File: config.mk
export PLATFORM = sky130hd
export DESIGN_NAME = rxring_writer
export DESIGN_NICKNAME = d
export VERILOG_FILES = /design/src/rtl/rxring_pkg.sv /design/src/rtl/rxring_fifo.sv /design/src/rtl/rxring_ingress.sv /design/src/rtl/rxring_writer.sv
export SDC_FILE = /design/constraint.sdc
export NUM_CORES = 1
export LEC_CHECK = 0
export ABC_CLOCK_PERIOD_IN_PS = 11500
export BUFFER_PORTS_ARGS = -buffer_cell sky130_fd_sc_hd__buf_2
export CAP_MARGIN = 20
export CORE_MARGIN = 1.5
export CORE_UTILIZATION = 49
export CTS_BUF_LIST = sky130_fd_sc_hd__clkbuf_8
export CTS_CLUSTER_SIZE = 40
export DETAILED_ROUTE_END_ITERATION = 16
export PLACE_DENSITY = 0.73
export SYNTH_ARGS = -nofsm -noshare
export SYNTH_HDL_FRONTEND = slang
export SYNTH_SLANG_ARGS = --single-unit
File: constraint.sdc
create_clock -name clk -period 11.5 [get_ports clk]
set_input_delay 0.575 -clock clk [delete_from_list [all_inputs] [get_ports clk]]
set_output_delay 0.575 -clock clk [all_outputs]
set_load 0.02 [all_outputs]
File: src/rtl/rxring_pkg.sv
package rxring_pkg;

    typedef struct packed {
        logic        err;
        logic        last;
        logic [1:0]  lastb;
        logic [8:0]  flags;
        logic [31:0] data;
    } rx_word_t;

    typedef enum logic [2:0] {
        ST_IDLE,
        ST_FETCH,
        ST_DATA,
        ST_STAT,
        ST_OWN,
        ST_DROP
    } wr_state_t;

    localparam int STAT_REC = 0;
    localparam int STAT_BNA = 1;
    localparam int STAT_OVR = 2;

endpackage

File: src/rtl/rxring_fifo.sv
module rxring_fifo #(
    parameter int W     = 8,
    parameter int DEPTH = 8
) (
    input  logic         clk,
    input  logic         rst_n,
    input  logic         push,
    input  logic [W-1:0] din,
    input  logic         pop,
    output logic [W-1:0] dout,
    output logic         empty,
    output logic         full
);
    localparam int AW = (DEPTH > 1) ? $clog2(DEPTH) : 1;

    logic [W-1:0] store [DEPTH];
    logic [AW-1:0] wp_q, rp_q;
    logic [AW:0]   cnt_q;

    function automatic logic [AW-1:0] step(input logic [AW-1:0] p);
        return (p == AW'(DEPTH - 1)) ? '0 : p + 1'b1;
    endfunction

    logic do_push, do_pop;
    assign do_push = push && !full;
    assign do_pop  = pop && !empty;

    always_ff @(posedge clk) begin
        if (do_push) store[wp_q] <= din;
    end

    always_ff @(posedge clk or negedge rst_n) begin
        if (!rst_n) begin
            wp_q  <= '0;
            rp_q  <= '0;
            cnt_q <= '0;
        end else begin
            if (do_push) wp_q <= step(wp_q);
            if (do_pop)  rp_q <= step(rp_q);
            cnt_q <= cnt_q + (do_push ? 1'b1 : 1'b0) - (do_pop ? 1'b1 : 1'b0);
        end
    end

    assign dout  = store[rp_q];
    assign empty = (cnt_q == '0);
    assign full  = (cnt_q == (AW+1)'(DEPTH));
endmodule

File: src/rtl/rxring_ingress.sv
module rxring_ingress
    import rxring_pkg::*;
(
    input  logic        clk,
    input  logic        rst_n,
    input  logic        rx_en,
    input  logic        in_valid,
    input  logic [31:0] in_data,
    input  logic        in_last,
    input  logic [1:0]  in_lastb,
    input  logic [8:0]  in_flags,
    input  logic        fifo_full,
    output logic        push,
    output rx_word_t    push_word,
    output logic        ovr_evt
);
    logic skip_q, term_q;
    logic accept, lose, push_term;

    assign accept    = rx_en && in_valid && !fifo_full && !skip_q && !term_q;
    assign lose      = rx_en && in_valid && !accept;
    assign push_term = term_q && !fifo_full;
    assign push      = accept || push_term;
    assign ovr_evt   = lose;

    always_comb begin
        push_word = '0;
        if (push_term) begin
            push_word.err  = 1'b1;
            push_word.last = 1'b1;
        end else begin
            push_word.last  = in_last;
            push_word.lastb = in_lastb;
            push_word.flags = in_flags;
            push_word.data  = in_data;
        end
    end

    always_ff @(posedge clk or negedge rst_n) begin
        if (!rst_n) begin
            skip_q <= 1'b0;
            term_q <= 1'b0;
        end else begin
            if (lose) skip_q <= !in_last;
            if (lose && !skip_q && !term_q) term_q <= 1'b1;
            else if (push_term)             term_q <= 1'b0;
        end
    end
endmodule

File: src/rtl/rxring_writer.sv
module rxring_writer
    import rxring_pkg::*;
#(
    parameter int BUF_BYTES  = 1536,
    parameter int FIFO_DEPTH = 8
) (
    input  logic        clk,
    input  logic        rst_n,
    input  logic        rx_en,
    input  logic        in_valid,
    input  logic [31:0] in_data,
    input  logic        in_last,
    input  logic [1:0]  in_lastb,
    input  logic [8:0]  in_flags,
    input  logic        base_we,
    input  logic [31:0] base_wdata,
    input  logic [2:0]  stat_clr,
    output logic [31:0] qbase_o,
    output logic [31:0] cur_desc_o,
    output logic [2:0]  rx_stat_o,
    output logic        mem_req,
    output logic        mem_we,
    output logic [31:0] mem_addr,
    output logic [31:0] mem_wdata,
    input  logic        mem_ack,
    input  logic [31:0] mem_rdata
);
    localparam int BUF_WORDS = BUF_BYTES / 4;
    localparam int OFF_W     = $clog2(BUF_WORDS) + 1;
    localparam int LEN_W     = 11;
    localparam int ENT_W     = $bits(rx_word_t);

    wr_state_t        state_q, state_d;
    logic [31:0]      qbase_q, cur_q;
    logic [31:1]      bufa_q;
    logic [OFF_W-1:0] woff_q;
    logic [LEN_W-1:0] len_q;
    logic [8:0]       flags_q;
    logic [2:0]       stat_q;

    logic             push, pop, ovr_evt, empty, full;
    rx_word_t         push_word, head;
    logic [ENT_W-1:0] head_raw;
    logic             room;
    logic [2:0]       head_bytes;

    rxring_ingress u_ingress (
        .clk(clk), .rst_n(rst_n), .rx_en(rx_en), .in_valid(in_valid),
        .in_data(in_data), .in_last(in_last), .in_lastb(in_lastb),
        .in_flags(in_flags), .fifo_full(full), .push(push),
        .push_word(push_word), .ovr_evt(ovr_evt)
    );

    rxring_fifo #(.W(ENT_W), .DEPTH(FIFO_DEPTH)) u_fifo (
        .clk(clk), .rst_n(rst_n), .push(push), .din(push_word),
        .pop(pop), .dout(head_raw), .empty(empty), .full(full)
    );

    assign head       = rx_word_t'(head_raw);
    assign room       = (woff_q < OFF_W'(BUF_WORDS));
    assign head_bytes = (head.last && head.lastb != 2'd0) ? {1'b0, head.lastb} : 3'd4;

    // next-state logic
    always_comb begin
        state_d = state_q;
        unique case (state_q)
            ST_IDLE:  if (!empty) state_d = ST_FETCH;
            ST_FETCH: if (mem_ack) state_d = mem_rdata[0] ? ST_DROP : ST_DATA;
            ST_DATA:  if (!empty) begin
                          if (head.err)              state_d = ST_IDLE;
                          else if (pop && head.last) state_d = ST_STAT;
                      end
            ST_STAT:  if (mem_ack) state_d = ST_OWN;
            ST_OWN:   if (mem_ack) state_d = ST_IDLE;
            ST_DROP:  if (!empty && head.last) state_d = ST_IDLE;
            default:  state_d = ST_IDLE;
        endcase
    end

    // state register
    always_ff @(posedge clk or negedge rst_n) begin
        if (!rst_n) state_q <= ST_IDLE;
        else        state_q <= state_d;
    end

    // outputs
    always_comb begin
        mem_req   = 1'b0;
        mem_we    = 1'b0;
        mem_addr  = '0;
        mem_wdata = '0;
        pop       = 1'b0;
        unique case (state_q)
            ST_IDLE: ;
            ST_FETCH: begin
                mem_req  = 1'b1;
                mem_addr = cur_q;
            end
            ST_DATA: if (!empty) begin
                if (head.err) begin
                    pop = 1'b1;
                end else if (room) begin
                    mem_req   = 1'b1;
                    mem_we    = 1'b1;
                    mem_addr  = {bufa_q[31:2], 2'b00} + (32'(woff_q) << 2);
                    mem_wdata = head.data;
                    pop       = mem_ack;
                end else begin
                    pop = 1'b1;
                end
            end
            ST_STAT: begin
                mem_req   = 1'b1;
                mem_we    = 1'b1;
                mem_addr  = cur_q + 32'd4;
                mem_wdata = {flags_q, 12'b0, len_q};
            end
            ST_OWN: begin
                mem_req   = 1'b1;
                mem_we    = 1'b1;
                mem_addr  = cur_q;
                mem_wdata = {bufa_q, 1'b1};
            end
            ST_DROP: pop = !empty;
            default: ;
        endcase
    end

    // datapath and status
    always_ff @(posedge clk or negedge rst_n) begin
        if (!rst_n) begin
            qbase_q <= '0;
            cur_q   <= '0;
            bufa_q  <= '0;
            woff_q  <= '0;
            len_q   <= '0;
            flags_q <= '0;
            stat_q  <= '0;
        end else begin
            if (state_q == ST_FETCH && mem_ack && !mem_rdata[0]) begin
                bufa_q <= mem_rdata[31:1];
                woff_q <= '0;
                len_q  <= '0;
            end
            if (state_q == ST_DATA && pop && !head.err) begin
                if (room) begin
                    woff_q <= woff_q + 1'b1;
                    len_q  <= len_q + LEN_W'(head_bytes);
                end
                if (head.last) flags_q <= head.flags;
            end
            if (state_q == ST_OWN && mem_ack)
                cur_q <= bufa_q[1] ? qbase_q : cur_q + 32'd8;
            if (base_we) begin
                qbase_q <= base_wdata;
                cur_q   <= base_wdata;
            end
            stat_q <= (stat_q & ~stat_clr)
                    | {ovr_evt,
                       (state_q == ST_FETCH && mem_ack && mem_rdata[0]),
                       (state_q == ST_OWN && mem_ack)};
        end
    end

    assign qbase_o    = qbase_q;
    assign cur_desc_o = cur_q;
    assign rx_stat_o  = stat_q;
endmodule

# After elaboration in Yosys (flattened, before gate mapping)
# Memory sizes are Yosys's and may differ from the RTL's.
# Cells that the tools add are included.
# word_totals
ff_bits,143
ramBits,360
mem_count,1
# op_classes
n_addsub,9
order_cmp,1
eq_ne,15
muxes,48
n_bitwise,3
reduce_logical,38
# memory_table
name,words,word_bits,rd,rd_clocked_by_memory_dff,wr,line_no,text
u_fifo.store,8,45,1,0,1,rxring_fifo.sv:16,logic [W-1:0] store [DEPTH];
# op_table
op,n
$mux 32,9
$pmux 32 s3,2
$mux 43,1
$mux 3,12
$mux 11,3
$add 32x12->32,1
$add 32x3->32 const B,1
$add 32x4->32 const B,1
$mux 10,3
$logic_and 1x1->1,19
$pmux 3 s6,1
$mux 1,14
$eq 3x3->1 const B,4
$ne 2x2->1 const B,6
$add 11x3->11,1
$add 10x1->10 const B,1
$lt 10x9->1 const B,1
$logic_not 1->1,8
$reduce_and 7->1,1
$add 3x1->3 const B,2
$eq 3x2->1 const B,2
$pmux 1 s2,3
$reduce_bool 2->1,3
$add 4x4->4,1
other kinds (13),14

# Logic depth before layout (Yosys ltp)
# Gate-level depths: netlist of the first run.
# depth
ltp_word,10
ltp_mapped,14

# Modules after synthesis
# A second synthesis of the first run with hierarchy kept.
# hier_totals
cells_unflattened,1679
area_unflattened_um2,23223.5
# modules_own_cells
module,n_inst,cells_each,area_each_um2,seq_area_each_um2
rxring_fifo,1,579,14129.8,11060.6
rxring_writer,1,1039,8644.5,3278.1
rxring_ingress,1,61,449.2,50.0

# Worst setup path after synthesis of the first run
# Ideal clock, no wire load.
# synth_timing
path_kind,input port to flip-flop
from,input port rx_en
to,"memory u_fifo.store[0][0] (netlist name), enable pin"
t_arrival_ps,5234
required_ps,10940
setup_slack_ps,5706
cell_stages,4
path_buffers,0
cell_sequence,nand2_1 > nor2_1 > o21ai_1 > nor4_1
# synth_via
elab_chain_cells,8
# synth_lines
item,line_no,text
start: declaration,rxring_writer.sv:9,"input logic rx_en,"
$logic_and 1x1->1 (4 in series),rxring_ingress.sv:20,assign accept = rx_en && in_valid && !fifo_full && !skip_q && !term_q;
$logic_or 1x1->1,rxring_ingress.sv:23,assign push = accept || push_term;
$logic_and 1x1->1,rxring_fifo.sv:25,assign do_push = push && !full;
$mux 1,rxring_fifo.sv:29,if (do_push) store[wp_q] <= din;
$mux 1 (not written as such),rxring_fifo.sv:29,
end: declaration,rxring_fifo.sv:16,
# Every way passes these cells.

# Final worst setup path of the first run
# layout_timing
from,register u_fifo.rp_q[0]
to,output port mem_addr[27]
# layout_via
elab_chain_cells,4
# layout_lines
item,line_no,text
start: declaration,rxring_fifo.sv:17,"logic [AW-1:0] wp_q, rp_q;"
start signal: assignment,rxring_fifo.sv:39,if (do_pop) rp_q <= step(rp_q);
$mem_v2 8x45,n/a,
$mux 32,rxring_writer.sv:100,if (head.err) begin
$mux 32,rxring_writer.sv:99,ST_DATA: if (!empty) begin
$pmux 32 s3,rxring_writer.sv:93,unique case (state_q)
end: declaration,rxring_writer.sv:23,"output logic [31:0] mem_addr,"
# Every way passes these cells.

==> metrics.cfg, run 1 <==
[outcome]
status = finished clean

[hold_path]
hold_path_class = input pin to flop
hp-start = stat_clr[2]

[place]
gp_congestion = 0.935
dp_hpwl_um = 39600
place_area_sq_mm = 0.0248
io_buffers = 249

[clocking]
path_clk_slew_ns = 0.07
clk_latency_ns = 0.67
ctsResizeCount = 0
numCtsBuffers = 84
cts_sinks = 503
clockBufferDepth = 3
root_buffer = clkbuf_8
cts_max_level = 3
cts_tree = done

[flow_run]
max_cap_violations = 0

[route]
drc = 0
first_pass_iters = 8
drt_iter0_markers = 1472
drt-total-wl_um = 60900
route.detailed.wl_per_inst_um = 23.9
antenna_left = 0
vias = 15300
vias_per_cell = 6.01

[global_routing]
grt_pass1_wl_um = 91700
grt_pass1_vias = 15300
grt_start_max_net_pins = 76
globalRouteOverflowTotal = 0
grt_antenna_before_repair = 4
grtUsageTotal_pct = 25.6

[logic_synthesis]
ys_async_sr_fraction_pct = 28.4
synth_area_leader_cell = edfxtp_1
yosysMostFrequentCell = edfxtp_1
synth_fp_nets = 1757
synth_ff_type = edfxtp_1
netlist_area_sq_mm = 0.0229
synth_edf_count = 360
ys_seq_area_share_pct = 62.8
netlist_instances = 1611
synth_top_area_share_pct = 47.2
ys_types = 80
synth_commonest_cells = edfxtp_1, dfrtp_1, o21ai_0, nand2_1, mux4_2
ys_ff_latch = 503
synth.avg_cell_area_sq_um = 14.2
synth_warnings = 0
synth_area_leaders = edfxtp_1, dfrtp_1, mux4_2

[sta]
final_max_slew_viol_count = 0
period_minus_slack_ns = 4.74
tightest_slew_ns = 1.10
tns_ns = 0
skew_ns = 0.0299
hold_violations = 0
setup-violations-final = 0
holdWs_ns = 0.0777
grt_setup_unrepaired = false
relSlewSlack_pct = 26.5
fmax_mhz = 211
post-route-period-util_pct = 41.2

[worst_setup_path]
regToRegStartpoint = u_fifo.rp_q[0]$_DFFE_PN0P_
slowest_delay_ns = 1.06
critPathRequiredTime_ns = 10.93
crit_type = flop to output port
cp.buffers_inverters = 1
path_cells = mux4_2, mux2i_4, nand2_4, nor2_1, or4b_1, nand3_1, buf_2
startpoint = u_fifo.rp_q[0]$_DFFE_PN0P_
cp-start-kind = flop
path_max_fanout = 63
worst_path_max_delay_cell = dfrtp_4
path_delay_family = simple AND/OR/NAND/NOR gates
arrival_ns = 4.16
end_kind = output port

[die]
die-height_um = 219
die_area_sq_mm = 0.0481
start_util_pct = 49.4
dieWidth_um = 219
top_level_ports = 250
rows = 79
core_sq_mm = 0.0464

[cells_and_area]
syn2layout_area_growth_pct = 15.3
nets = 2021
final_layout_size_suffix_gt1_share_pct = 29.2
final_area_sq_mm = 0.0264
fin_util_pct = 57.0
nFillCells = 3650

[pwr]
power_density_mw_per_mm2 = 233
leakage_uw = 0.0100
ir_drop_mv = 0.172

[worst reg2reg max path, stage by stage (launching register included)]
cell and delay (ns):
dfrtp_4 1.06, mux4_2 0.61, mux2_2 0.29, and2_1 0.16, ha_1 0.19, inv_1 0.07
fa_1 0.21, nor2b_1 0.07, o21ai_0 0.35, nor2_1 0.12, and3_1 0.23, nand4_1 0.12
mux2i_1 0.21
[area by class of cell]
type	instances	area, sq um	area share [%]
flip-flops and latches	503	14400	54.5
well taps	607	759	2.87
inverters	33	124	0.469
diodes	1	2.50	0.00947
clock buffers	95	1310	4.95
clock inverters	57	317	1.20
multi-input cells	980	8070	30.5
repair buffers	273	1460	5.51
[logic make-up after synthesis]
logic type	Yosys count	share of synthesized area, %
AO/OA/AOI/OAI	308	8.39
XOR/XNOR	43	1.64
adder cells (fa/ha/maj)	29	1.68
buffers and inverters	128	2.30
flip-flops	503	62.8
multiplexers	209	14.5
AND/OR/NAND/NOR	391	8.76
[sequential cells by signal (all words and copies together), names as in the netlist]
register	flops
state_q	3
u_fifo.wp_q	3
rx_stat_o	3
len_q	11
qbase_o	32
flags_q	9
u_ingress.term_q	1
u_ingress.skip_q	1
cur_desc_o	32
u_fifo.rp_q	3
woff_q	10
bufa_q	31
u_fifo.cnt_q	4
u_fifo.store	360
[per-stage QoR]
stage | power (uW) | worst slack [ns] | instances
after global routing | 6470 | 6.48 | 2548
final | 6160 | 6.76 | 2549
after global placement | 4610 | 7.39 | 2394
after CTS | 6190 | 6.66 | 2547
after detailed placement | 4660 | 7.40 | 2394
after floorplan | 3950 | 5.71 | 1611
[layer usage]
layer / GRT usage [%] / share of wire [%] / routed length [um]
met1: 33.8 / 40 / 24400
met2: 42.1 / 48 / 29400
met3: 5.29 / 8.5 / 5170
met4: 9.11 / 3.0 / 1850
met5: 0 / 0.059 / 36
[path summary, 6_finish.rpt]
| check | endpoint | slack, ns | depth (start not counted) |
|---|---|---|---|
| max in group asynchronous | u_fifo.rp_q[0]$_DFFE_PN0P_ | 9.97 | 4 |
| worst min-delay path | rx_stat_o[2]$_DFF_PN0_ | 0.08 | 2 |
| worst min register to register | flags_q[0]$_DFFE_PN0P_ | 0.49 | 2 |
| worst max register to register | len_q[10]$_DFF_PN0_ | 7.71 | 12 |
| min in group asynchronous | cur_desc_o[1]$_DFFE_PN0P_ | 0.45 | 2 |
| worst max-delay path | mem_addr[27] | 6.76 | 7 |
[cells in the final DEF, fill, tap and decap left out, types with 6 or more instances in the layout]
cell type	n
inv_1	64
buf_4	22
and3_1	14
a21o_1	7
nor2_1	63
and4_1	8
clkinv_2	7
a221oi_1	6
a22oi_1	28
nand4_1	9
xor2_1	21
nand2_1	108
o31ai_1	9
nand2b_1	9
nand3_1	54
nor4_1	8
mux2i_1	52
nor3_1	19
o211ai_1	11
o22ai_1	13
edfxtp_1	360
clkbuf_8	95
a31oi_1	16
buf_2	248
o221ai_1	9
ha_1	26
dfrtp_1	140
mux2_2	66
and2_1	57
mux4_2	90
a21oi_1	50
xnor2_1	22
a222oi_1	6
clkinv_1	11
o21ai_0	116
nor2b_1	6
[power by group]
part | leakage (uW) | total [uW] | internal [uW] | switching (uW)
Combinational | 0.00405 | 2060 | 862 | 1200
Clock | 0.000955 | 1530 | 806 | 719
Sequential | 0.00501 | 2570 | 2220 | 358
Total | 0.0100 | 6160 | 3880 | 2280
[timing repair]
item                      CTS  global route
setup buffers               0             0
hold endpoints to repair   68             0
hold buffers                1             0
No activity file was read; power rests on OpenSTA's default activity.
==> inputs of run 2 (changes only) <==
Settings changed: ABC_CLOCK_PERIOD_IN_PS 11500 to 4400.
Clock period 11.5 ns to 4.4 ns, I/O delays scaled along.
==> metrics.cfg, run 2 (synthesized netlist as in run 1, its figures left out) <==
[worst_setup_path]
cp.buffers_inverters = 1
path_delay_family = simple AND/OR/NAND/NOR gates
path_max_fanout = 45
worst_path_max_delay_cell = dfrtp_4
critPathRequiredTime_ns = 4.18
startpoint = u_fifo.rp_q[2]$_DFFE_PN0P_
end_kind = output port
slowest_delay_ns = 0.81
cp-start-kind = flop
regToRegStartpoint = u_fifo.rp_q[2]$_DFFE_PN0P_
path_cells = mux4_2, mux2i_4, nand2_4, nor2_1, or4b_1, nand3_1, buf_2
crit_type = flop to output port
arrival_ns = 3.57

[clocking]
cts_max_level = 3
clockBufferDepth = 3
post_cts_buffers = 0
cts_sinks = 503
cts_tree = done
path_clk_slew_ns = 0.06
numCtsBuffers = 83
root_buffer = clkbuf_8
clk_latency_ns = 0.66

[pwr]
switching_share_pct = 37.1
seqPwrFrac_pct = 41.5
ir_drop_mv = 0.414
cell_internal_pwr_uw = 10100
clock_power_share_pct = 23.9
leakage_uw = 0.0103
p_sw_uw = 5970
power_density_mw_per_mm2 = 590
power_frac_comb_pct = 34.6

[die]
start_util_pct = 49.4
rows = 79
top_level_ports = 250
core_sq_mm = 0.0464
dieWidth_um = 219
die-height_um = 219
die_area_sq_mm = 0.0481

[flow_run]
max_cap_violations = 0

[sta]
relSlewSlack_pct = 37.1
tns_ns = 0
hold_violations = 0
grt_setup_unrepaired = false
holdWs_ns = 0.0576
fmax_mhz = 264
period_minus_slack_ns = 3.79
final_max_slew_viol_count = 0
skew_ns = 0.0369
post-route-period-util_pct = 86.1
tightest_slew_ns = 0.936
setup-violations-final = 0

[cells_and_area]
regArea_sq_mm = 0.0144
layout.cells.non_filler = 2633
multi_input_area_sq_mm = 0.00808
mostFrequentLayoutCells = edfxtp_1, buf_2, dfrtp_1
largest_reg_flops = 360
fin_util_pct = 58.7
nets = 2106
final_layout_size_suffix_gt1_share_pct = 27.9
top_register = u_fifo.store
nFillCells = 3548
final_area_sq_mm = 0.0272
final_common_cell = edfxtp_1
syn2layout_area_growth_pct = 18.8

[route]
route.detailed.wl_per_inst_um = 23.5
drc = 0
drt_iter0_markers = 1952
antenna_left = 0
vias_per_cell = 5.94
drt-total-wl_um = 61900
vias = 15700
first_pass_iters = 9

[global_routing]
grt_antenna_before_repair = 4
grtUsageTotal_pct = 26.0
globalRouteOverflowTotal = 0
grt_pass1_vias = 15500
grt_pass1_wl_um = 93400
grt_start_max_net_pins = 68

[place]
dp.cells = 2399
io_buffers = 249
place_area_sq_mm = 0.0248
dp_hpwl_um = 40300
gp_congestion = 0.961

[hold_path]
hp-start = in_flags[2]
hold_path_class = input pin to flop

[outcome]
status = finished clean

run 2: worst register-to-register path, stage by stage, from the launching register on:
cell     delay, ns
dfrtp_4       0.81
mux4_2        0.42
mux2_2        0.30
and2_1        0.15
ha_1          0.19
inv_1         0.07
fa_1          0.21
nor2b_1       0.05
o21ai_0       0.26
nor2_1        0.11
and3_1        0.22
nor3b_1       0.14
a21o_1        0.16
run 2: path summary, 6_finish.rpt:
check / endpoint / slack, ns / cells after the start
worst max-delay path: mem_addr[27] / 0.61 / 7
worst min-delay path: u_fifo.store[2][34]$_DFFE_PP_ / 0.06 / 2
worst max register to register: len_q[8]$_DFF_PN0_ / 1.17 / 12
worst min register to register: len_q[10]$_DFF_PN0_ / 0.49 / 1
max in group asynchronous: qbase_o[21]$_DFFE_PN0P_ / 3.11 / 3
min in group asynchronous: qbase_o[0]$_DFFE_PN0P_ / 0.10 / 2
run 2: final cells by class:
cell class                 count  share of cell area [%]
sequential                   503                    52.9
timing repair buffer         359                    8.50
tap                          607                    2.79
inverter                      33                   0.455
antenna                        3                  0.0276
multi-input combinational    980                    29.7
clock inverter                59                    1.20
clock buffer                  89                    4.50
run 2: power groups by stage:
stage | sequential (uW) | combinational, uW | clock (uW)
after floorplan | 6390 | 3920 | 0
after global placement | 6700 | 5390 | 0
after detailed placement | 6750 | 5470 | 0
after CTS | 6660 | 5560 | 3920
after global routing | 6760 | 5980 | 4130
final | 6680 | 5560 | 3840
run 2: per-layer routing:
metal / global-route usage [%] / share of wire (%) / vias to the layer above
met5: 0 / 0.023 / -
met3: 5.74 / 8.4 / 115
met1: 34.8 / 41 / 7776
met4: 7.92 / 2.6 / 2
li1: - / - / 6949
met2: 42.6 / 48 / 810
run 2: timing repair:
action | 4_1_cts | 5_1_grt
hold buffers | 83 | 0
resized for setup | 0 | 0
hold endpoints to repair | 221 | 0
run 2: stage by stage:
stage	total power [uW]	setup WS [ns]
after global placement	12100	1.23
after detailed placement	12200	1.22
after CTS	16100	0.536
final	16100	0.611
after global routing	16900	0.406
after floorplan	10300	-0.135
==> inputs of run 3 (changes only) <==
Settings changed: CELL_PAD_IN_SITES_DETAIL_PLACEMENT set to 1, CELL_PAD_IN_SITES_GLOBAL_PLACEMENT set to 1, GPL_TIMING_DRIVEN set to 0, PLACE_DENSITY 0.73 to 0.84.
==> metrics.cfg, run 3 (synthesized netlist as in run 1, its figures left out) <==
[clocking]
numCtsBuffers = 86
cts_max_level = 3
cts_tree = done
cts_sinks = 503
path_clk_slew_ns = 0.06
root_buffer = clkbuf_8
clk_latency_ns = 0.69
clockBufferDepth = 3

[pwr]
ir_drop_mv = 0.347
power_density_mw_per_mm2 = 614
power.total_uw = 17200
leakage_uw = 0.0107

[worst_setup_path]
cp.buffers_inverters = 5
slowest_delay_ns = 0.67
path_delay_family = buffers and inverters
arrival_ns = 3.83
path_cells = clkbuf_1, and3b_1, clkbuf_1, clkbuf_1, clkbuf_1, a22oi_1, o21ai_0, buf_2
cp-start-kind = flop
critPathRequiredTime_ns = 4.18
worst_path_max_delay_cell = clkbuf_1
crit_top_cell = clkbuf_1
path_max_fanout = 10
crit_type = flop to output port
end_kind = output port

[die]
start_util_pct = 49.4
die_area_sq_mm = 0.0481
die-height_um = 219
top_level_ports = 250
dieWidth_um = 219
core_sq_mm = 0.0464
rows = 79

[global_routing]
grt_pass1_wl_um = 114000
grt_start_max_net_pins = 87
grt_pass1_vias = 17900
grtUsageTotal_pct = 32.5
grt_antenna_before_repair = 3
globalRouteOverflowTotal = 0

[sta]
final_max_slew_viol_count = 0
hold_violations = 0
grt_setup_unrepaired = false
post-route-period-util_pct = 92.1
tightest_slew_ns = 1.05
skew_ns = 0.0404
setup-violations-final = 0
holdWs_ns = 0.0409
relSlewSlack_pct = 29.9
period_minus_slack_ns = 4.05
fmax_mhz = 247

[place]
dp.cells = 2493
dp_hpwl_um = 53700
io_buffers = 247
gp_congestion = 0.918

[cells_and_area]
largest_reg_flops = 360
final_common_cell = edfxtp_1
top_register = u_fifo.store
mostFrequentLayoutCells = edfxtp_1, buf_2, dfrtp_1
nets = 2199
syn2layout_area_growth_pct = 21.9
diodes = 0
final_layout_size_suffix_gt1_share_pct = 28.2
layout.cells.non_filler = 2729

[route]
antenna_left = 0
drc = 0
route.detailed.wl_per_inst_um = 28.0
drt_iter0_markers = 1548
drt-total-wl_um = 76400
first_pass_iters = 5
vias_per_cell = 6.18
vias = 16900

[flow_run]
max_cap_violations = 0

[outcome]
status = finished clean

[hold_path]
hold_path_class = input pin to flop

## run 3: changes by cell type in the layout (fill, tap and decap cells not counted), sizes merged
| cell | delta |
|---|---|
| inv | +1 |
| clkbuf | +67 |
| diode | -3 |
| buf | +39 |
| clkinv | -3 |
| bufinv | +2 |
| clkinvlp | -1 |
| dlygate4sd3 | -6 |
## run 3: timing repair
item	CTS	global route
hold buffers	77	0
hold endpoints to repair	217	0
gates resized for setup	0	1
setup endpoints to repair	0	1
setup buffers	0	0
## run 3: power breakdown
part / internal [uW] / total, uW / switching, uW
Sequential: 5780 / 6450 / 667
Combinational: 2490 / 6410 / 3920
Clock: 2300 / 4310 / 2020
Total: 10600 / 17200 / 6610
## run 3: cell type report
type / instances / area [sq um]
multi-input cells: 980 / 8070
well taps: 607 / 759
flip-flops and latches: 503 / 14400
clock inverters: 58 / 365
repair buffers: 354 / 2470
plain buffers: 95 / 405
fillers: 4525 / 18400
clock buffers: 99 / 1360
inverters: 33 / 124
## run 3: metal layers
metal / GRT usage (%) / up-vias / share of wire (%)
met2: 55.7 / 868 / 51
met5: 0 / - / 0.047
met4: 16.1 / 6 / 4.3
li1: - / 7139 / -
met1: 39.7 / 8645 / 38
met3: 5.54 / 212 / 7.2
## run 3: final timing paths
check / from / endpoint / slack [ns] / depth (start not counted)
max reg2reg: u_fifo.rp_q[2]$_DFFE_PN0P_ / len_q[10]$_DFF_PN0_ / 0.44 / 14
min reg2reg: qbase_o[0]$_DFFE_PN0P_ / qbase_o[0]$_DFFE_PN0P_ / 0.52 / 1
min: in_data[12] / u_fifo.store[6][12]$_DFFE_PP_ / 0.04 / 2
max: state_q[0]$_DFFE_PN0P_ / mem_wdata[9] / 0.35 / 8
max in group asynchronous: rst_n / flags_q[2]$_DFFE_PN0P_ / 3.39 / 3
min in group asynchronous: rst_n / qbase_o[0]$_DFFE_PN0P_ / 0.21 / 2
## run 3: through the flow
step                      cell area (sq um)  setup TNS (ns)  util, %  setup slack [ns]
final                                 27900               0     60.3             0.347
after global routing                  27900               0     60.3             0.209
after CTS                             27900               0     60.2             0.231
after detailed placement              25400               0     54.8             0.371
after global placement                24900         -717.56     53.8             -3.39
after floorplan                       22900          -18.24        -            -0.135
